[config.mk]
export PLATFORM = sky130hd
export DESIGN_NAME = vec_irq_ctrl
export DESIGN_NICKNAME = d
export VERILOG_FILES = /design/src/rtl/irq_pkg.sv /design/src/rtl/irq_prio_enc.sv /design/src/rtl/irq_vec_calc.sv /design/src/rtl/irq_gie_ctrl.sv /design/src/rtl/vec_irq_ctrl.sv
export SDC_FILE = /design/constraint.sdc
export NUM_CORES = 1
export LEC_CHECK = 0
export BUFFER_PORTS_ARGS = -buffer_cell sky130_fd_sc_hd__buf_2
export CAP_MARGIN = 25
export CORE_MARGIN = 2
export CORE_UTILIZATION = 38
export CTS_CLUSTER_SIZE = 12
export DETAILED_ROUTE_END_ITERATION = 6
export GPL_TIMING_DRIVEN = 0
export PLACE_DENSITY_LB_ADDON = 0.08
export SLEW_MARGIN = 30
export SYNTH_ARGS = -nofsm -noshare
export SYNTH_HDL_FRONTEND = slang
export SYNTH_HIERARCHICAL = 1
export SYNTH_SLANG_ARGS = --single-unit
[constraint.sdc]
create_clock -name clk_i -period 2.4 [get_ports clk_i]
set_input_delay 0.24 -clock clk_i [delete_from_list [all_inputs] [get_ports clk_i]]
set_output_delay 0.24 -clock clk_i [all_outputs]
set_load 0.03 [all_outputs]
[src/rtl/irq_pkg.sv]
package irq_pkg;
  typedef enum logic [1:0] {
    GIE_HOLD = 2'd0,
    GIE_SET  = 2'd1,
    GIE_CLR  = 2'd2
  } gie_op_e;
endpackage

[src/rtl/irq_prio_enc.sv]
module irq_prio_enc #(
  parameter int NUM_SRC = 8,
  localparam int IDX_W = $clog2(NUM_SRC)
) (
  input  logic [NUM_SRC-1:0] pend_i,
  input  logic               accept_i,
  output logic               any_o,
  output logic [IDX_W-1:0]   idx_o,
  output logic [NUM_SRC-1:0] clr_o
);
  always_comb begin
    any_o = 1'b0;
    idx_o = '0;
    for (int i = NUM_SRC - 1; i >= 0; i--) begin
      if (pend_i[i]) begin
        any_o = 1'b1;
        idx_o = IDX_W'(i);
      end
    end
  end

  for (genvar g = 0; g < NUM_SRC; g++) begin : g_clr
    assign clr_o[g] = accept_i && (idx_o == IDX_W'(g));
  end
endmodule

[src/rtl/irq_vec_calc.sv]
module irq_vec_calc #(
  parameter int NUM_SRC    = 8,
  parameter int ADDR_W     = 16,
  parameter int ENTRY_SIZE = 2,
  parameter logic [ADDR_W-1:0] BOOT_BASE = '0,
  localparam int IDX_W = $clog2(NUM_SRC)
) (
  input  logic [IDX_W-1:0]  idx_i,
  input  logic              vec_boot_i,
  input  logic              rst_boot_i,
  output logic [ADDR_W-1:0] vec_o,
  output logic [ADDR_W-1:0] reset_vec_o
);
  logic [ADDR_W-1:0] base;
  logic [ADDR_W-1:0] offs;

  assign base        = vec_boot_i ? BOOT_BASE : '0;
  assign offs        = (ADDR_W'(idx_i) + ADDR_W'(1)) * ADDR_W'(ENTRY_SIZE);
  assign vec_o       = base + offs;
  assign reset_vec_o = rst_boot_i ? BOOT_BASE : '0;
endmodule

[src/rtl/irq_gie_ctrl.sv]
module irq_gie_ctrl
  import irq_pkg::*;
(
  input  logic clk_i,
  input  logic rst_ni,
  input  logic accept_i,
  input  logic sw_set_i,
  input  logic sw_clr_i,
  input  logic reti_i,
  output logic gie_o
);
  gie_op_e op;

  // accept > sw clear > (sw set | reti)
  always_comb begin
    if (accept_i || sw_clr_i)    op = GIE_CLR;
    else if (sw_set_i || reti_i) op = GIE_SET;
    else                         op = GIE_HOLD;
  end

  always_ff @(posedge clk_i or negedge rst_ni) begin
    if (!rst_ni) gie_o <= 1'b0;
    else begin
      unique case (op)
        GIE_SET: gie_o <= 1'b1;
        GIE_CLR: gie_o <= 1'b0;
        default: gie_o <= gie_o;
      endcase
    end
  end
endmodule

[src/rtl/vec_irq_ctrl.sv]
module vec_irq_ctrl #(
  parameter int NUM_SRC    = 8,
  parameter int ADDR_W     = 16,
  parameter int ENTRY_SIZE = 2,
  parameter logic [ADDR_W-1:0] BOOT_BASE = 16'hF000,
  localparam int IDX_W = $clog2(NUM_SRC)
) (
  input  logic               clk_i,
  input  logic               rst_ni,
  input  logic [NUM_SRC-1:0] irq_flag_i,
  input  logic               en_wr_i,
  input  logic [NUM_SRC-1:0] en_wdata_i,
  input  logic               gie_set_i,
  input  logic               gie_clr_i,
  input  logic               reti_i,
  input  logic               vec_boot_i,
  input  logic               rst_boot_i,
  input  logic               lock_i,
  input  logic               irq_ack_i,
  output logic               irq_req_o,
  output logic [IDX_W-1:0]   irq_id_o,
  output logic [ADDR_W-1:0]  irq_vec_o,
  output logic [NUM_SRC-1:0] flag_clr_o,
  output logic [ADDR_W-1:0]  reset_vec_o,
  output logic [NUM_SRC-1:0] en_o,
  output logic               gie_o
);
  logic [NUM_SRC-1:0] en_q;
  logic [NUM_SRC-1:0] pend;
  logic               gate;
  logic               accept;

  always_ff @(posedge clk_i or negedge rst_ni) begin
    if (!rst_ni)      en_q <= '0;
    else if (en_wr_i) en_q <= en_wdata_i;
  end

  assign gate   = gie_o && !lock_i;
  assign pend   = irq_flag_i & en_q & {NUM_SRC{gate}};
  assign accept = irq_req_o && irq_ack_i;
  assign en_o   = en_q;

  irq_prio_enc #(.NUM_SRC(NUM_SRC)) u_prio (
    .pend_i   (pend),
    .accept_i (accept),
    .any_o    (irq_req_o),
    .idx_o    (irq_id_o),
    .clr_o    (flag_clr_o)
  );

  irq_vec_calc #(
    .NUM_SRC    (NUM_SRC),
    .ADDR_W     (ADDR_W),
    .ENTRY_SIZE (ENTRY_SIZE),
    .BOOT_BASE  (BOOT_BASE)
  ) u_vec (
    .idx_i       (irq_id_o),
    .vec_boot_i  (vec_boot_i),
    .rst_boot_i  (rst_boot_i),
    .vec_o       (irq_vec_o),
    .reset_vec_o (reset_vec_o)
  );

  irq_gie_ctrl u_gie (
    .clk_i    (clk_i),
    .rst_ni   (rst_ni),
    .accept_i (accept),
    .sw_set_i (gie_set_i),
    .sw_clr_i (gie_clr_i),
    .reti_i   (reti_i),
    .gie_o    (gie_o)
  );
endmodule

## Word-level counts from Yosys, hierarchy flattened

Index checks and enable logic that the tools add are counted.

- Bits in registers: 9
- Output and inout bits: 53
- Logic and storage cells: 51

- $add $sub $neg: 2
- Eq/ne operators: 9
- Mux-type cells: 21
- Bitwise logic cells: 2
- Reductions and logical operators: 15

Operator list:

| operator | count |
|---|---|
| 16-bit two-way mux | 2 |
| 3-bit two-way mux | 8 |
| 16-bit adder | 1 |
| 8-bit AND | 2 |
| 3-bit equality test (second input constant) | 4 |
| 1-bit logical AND | 10 |
| 1-bit two-way mux | 9 |
| 3-bit by 2-bit equality test with 1-bit output (second input constant) | 2 |
| 3-bit by 1-bit adder with 4-bit output (second input constant) | 1 |
| 3-bit by 1-bit equality test with 1-bit output (second input constant) | 1 |
| 3-bit logical NOT | 1 |
| 2-bit by 1-bit equality test with 1-bit output (second input constant) | 1 |
| 2-bit equality test (second input constant) | 1 |
| 1-bit logical OR | 2 |
| 2-bit two-way mux | 1 |
| 1-bit case mux with 2 select lines | 1 |
| 2-bit nonzero test | 1 |
| 1-bit logical NOT | 1 |

## Logic depth before layout (Yosys ltp)

- Depth in word-level cells: 16
- Gate-level depth with buffers: 7
- Gate-level depth less buffers: 7

## Modules after synthesis

Netlist, hierarchy kept.

Modules (own cells, without submodules):

| module | instances | cells each | area each (µm²) | seq. area each (µm²) |
|---|---|---|---|---|
| vec_irq_ctrl | 1 | 26 | 417.9 | 200.2 |
| irq_vec_calc | 1 | 33 | 245.2 | 0.0 |
| irq_prio_enc | 1 | 28 | 205.2 | 0.0 |
| irq_gie_ctrl | 1 | 3 | 35.0 | 25.0 |

## Worst setup path after synthesis

No wires, ideal clock.

- Path type: register -> output
- From: register u_gie.gie_o
- To: output port irq_vec_o[3]
- Data arrival time: 2.400 ns
- Data required time: 2.160 ns
- Setup slack: -0.240 ns
- Stages on the path, launching flop included: 8
- Path buffers: 0
- Path through: dfrtp_1 and4b_1 nor2_1 a221oi_4 o21bai_2 inv_1 ha_1 xor2_1

RTL lines:

| item | RTL line | source |
|---|---|---|
| start, declared | irq_gie_ctrl.sv:10 | `output logic gie_o` |
| start signal, assigned | irq_gie_ctrl.sv:27 | `default: gie_o <= gie_o;` |
| 1-bit logical AND | vec_irq_ctrl.sv:38 | `assign gate = gie_o && !lock_i;` |
| 8-bit AND | vec_irq_ctrl.sv:39 | `assign pend = irq_flag_i & en_q & {NUM_SRC{gate}};` |
| net pend[3] | vec_irq_ctrl.sv:29 | `logic [NUM_SRC-1:0] pend;` |
| 3-bit two-way mux (4 in series) | irq_prio_enc.sv:15 | `if (pend_i[i]) begin` |
| net irq_id_o[0] | vec_irq_ctrl.sv:21 | `output logic [IDX_W-1:0] irq_id_o,` |
| 3-bit by 1-bit adder with 4-bit output | irq_vec_calc.sv:18 | `assign offs = (ADDR_W'(idx_i) + ADDR_W'(1)) * ADDR_W'(ENTRY_SIZE);` |
| 16-bit adder | irq_vec_calc.sv:19 | `assign vec_o = base + offs;` |
| end, declared | vec_irq_ctrl.sv:22 | `output logic [ADDR_W-1:0] irq_vec_o,` |

The timed path passes the listed nets, and every way through them passes these cells.

## Final worst setup path

- From: register en_q[5], in the netlist en_o[5]
- To: output port irq_vec_o[3]

- Longest elaborated chain between the ends: 10

RTL lines:

| item | RTL line | source |
|---|---|---|
| start, declared | vec_irq_ctrl.sv:28 | `logic [NUM_SRC-1:0] en_q;` |
| start signal, assigned | vec_irq_ctrl.sv:35 | `else if (en_wr_i) en_q <= en_wdata_i;` |
| 8-bit AND (2 in series) | vec_irq_ctrl.sv:39 |  |
| net pend[5] | vec_irq_ctrl.sv:29 |  |
| 3-bit two-way mux (6 in series) | irq_prio_enc.sv:15 |  |
| 3-bit by 1-bit adder with 4-bit output | irq_vec_calc.sv:18 |  |
| 16-bit adder | irq_vec_calc.sv:19 |  |

The timed path passes the listed nets, and every way through them passes these cells.

==> out/results.tsv <==
metric	value	unit
Clk Latency, worst-skew pair	0.25	ns
Bufs on Longest Clock Path	2	
Final ANT Viol Nets	0	
Unique masters post-synth	27	
clock sink count	9	
Hold Startpoint	gie_clr_i	
Final Non-Filler Cells	201	
critical path cell sequence	and4b_2, nor2_1, a221oi_4, o21bai_4, inv_2, ha_4, xor2_4, buf_4	
drt drc	0	
LEAKAGE	0.000828	uW
CTS tree	done	
Post-synth EDFFs	0	
synth warn	6	
most common cell after layout, fill and taps aside	buf_2	
Cell Area, Synth	903	sq um
R2R Path End	u_gie/gie_o$_DFFE_PN0P_	
wl on met1	831	um
Reg clk slew, reported paths	0.06	ns
worst r2r src	u_gie/gie_o$_DFFE_PN0P_	
placed cells	192	
Iter 0 DRT Violations	1	
met2 WL	1080	um
grt ovf	0	
Hold Fails Final Rpt	0	
Post-Route Skew	0.000556	ns
root buf cell	clkbuf_4	
IO buf count	55	
layout cells sized above 1	71.7	%
R2R setup slack	0.74	ns
peak supply drop	317	uV
f_max	0.433	GHz
crit path from	en_o[5]$_DFFE_PN0P_	
CP Data Required Time	2.16	ns
Final Cycle Share	96.2	%
Worst setup EP type	output pin	
CTS Buf Count	3	
Avg Cell Area, Syn	10.0	sq um
crit path kind	reg -> out	
Syn Inst Count	90	
most frequent cells in the layout	buf_2, buf_4, conb_1	
first-pass GRT wire length	3130	um
core area	0.00223	sq mm
Buf/Inv on CP	2	
DR pass1 iterations	4	
H-tree depth	1	
vias in the first global route	724	
run status	finished clean	
# Max-Cap Violations	0	
Crit path max-delay family	simple AND/OR/NAND/NOR gates	
hold crit path type	in -> reg	
PD cells	449	mW/mm^2
final worst path period need	2.31	ns
# IOs	79	
GPL Wtd Cong	0.796	
Placement Rows	17	
final setup fails	0	
Total Power	646	uW
Max stage delay on crit path	0.40	ns
Die ar.	0.00278	sq mm
Area Growth Syn to Fin	59.4	%
wire length on met3	197	um
unrepaired setup endpoints after global routing	yes	
fin nets	201	
Hold Path End	u_gie/gie_o$_DFFE_PN0P_	
reg2reg path depth	6	
initial core utilization	40.4	%
DP Wirelength	1790	um
CP arrival	2.07	ns
WHS Path Cells	2	
slowest CP cell	dfrtp_1	
pin count of the biggest net entering global routing	11	
largest fanout on the critical path	5	
GRT Total Usage	14.7	%
initial antenna violation count	0	
Synth Register Bits	9	
wirelength, routed	2110	um
Routed wire per std cell	10.5	um
Slew Viols, Final	0	
Filler cells	194	
setup_tns	0	ns
die width	52.8	um
Startpoint Class	flip-flop	
via count	841	
Via density	4.18	
Seq/Total Area, Yosys	24.9	%
Synth Flop Type	dfrtp_1	
Die Y	52.8	um
Async SR Flop Fraction	100	%
Diodes inserted	0	
DR top layer	met3	
## layout make-up
type	count	area, sq um	share of cell area (%)
Multi-Input combinational cell	67	601	41.7
Inverter	4	15.0	1.04
Tap cell	28	35.0	2.43
Sequential cell	9	226	15.7
Buffer	29	221	15.4
Clock buffer	4	26.3	1.82
Timing Repair Buffer	60	315	21.9
## state kept, by name, summed over array words and instances (netlist names)
name,cells
en_o,8
u_gie/gie_o,1
## where the power goes
group	internal (uW)	total (uW)	switching [uW]
Sequential	168	181	13.2
Clock	63.7	111	47.3
Combinational	141	354	213
## how the worst max path moves through the flow
stage                    end  slack [ns]  cells past startpoint
4_1_cts        flag_clr_o[6]      -0.008                      6
3_3_place_gp    irq_vec_o[3]        0.15                      8
3_5_place_dp    irq_vec_o[3]        0.09                      8
5_1_grt        flag_clr_o[4]       -0.03                      8
2_1_floorplan  flag_clr_o[7]       -0.02                      5
6_report        irq_vec_o[3]        0.09                      8
## Yosys cell counts (2+ instances only)
cell,instances,area share (%)
nor2_1,7,2.9
nand2_1,3,1.2
dfrtp_1,9,25
nor4_2,2,2.8
mux2_4,8,13
buf_4,28,23
inv_1,3,1.2
nor3_1,3,1.7
nor3_2,2,2.2
and4b_1,8,8.9
## metrics by stage
| step | utilization (%) | setup slack [ns] | hold slack [ns] | cell area [sq um] |
|---|---|---|---|---|
| after floorplan | - | -0.0235 | -0.0556 | 995 |
| after CTS | 61.3 | -0.00761 | 0.148 | 1370 |
| after global routing | 64.5 | -0.0345 | 0.138 | 1440 |
| final | 64.5 | 0.0916 | 0.149 | 1440 |
| after global placement | 58.4 | 0.147 | 0.0939 | 1310 |
| after detailed placement | 58.4 | 0.0915 | 0.104 | 1310 |
## cells by family (layout without fill, tap and decap cells)
logic type,after synthesis,count (layout),synth area share [%]
simple gates,33,33,26.9
buf+inv,33,97,26.2
flops,9,9,24.9
mux,8,8,13.3
compound gates,4,4,5.96
fa+ha+maj,1,1,1.38
other cells,1,20,0.415
xor+xnor,1,1,0.970
## metal layers
| layer | global-route usage, % | vias to the layer above |
|---|---|---|
| met2 | 26.0 | 48 |
| met4 | 5.13 | 0 |
| met1 | 18.2 | 363 |
| met3 | 1.71 | 0 |
| li1 | - | 430 |
| met5 | 0 | - |
## worst reg2reg max path, stage by stage (launching register included)
cell,delay (ns)
dfrtp_2,0.43
clkbuf_2,0.14
and4b_2,0.25
nor4_4,0.28
nand2_1,0.10
and2_4,0.20
nor3_1,0.17
## repair_timing
item,4_1_cts,5_1_grt
hold endpoints to repair,9,0
buffers inserted,1,3
pin swaps,1,2
gates resized for setup,5,15
hold buffers,1,0
setup endpoints to repair,3,11
No activity file was read; power rests on OpenSTA's default activity.
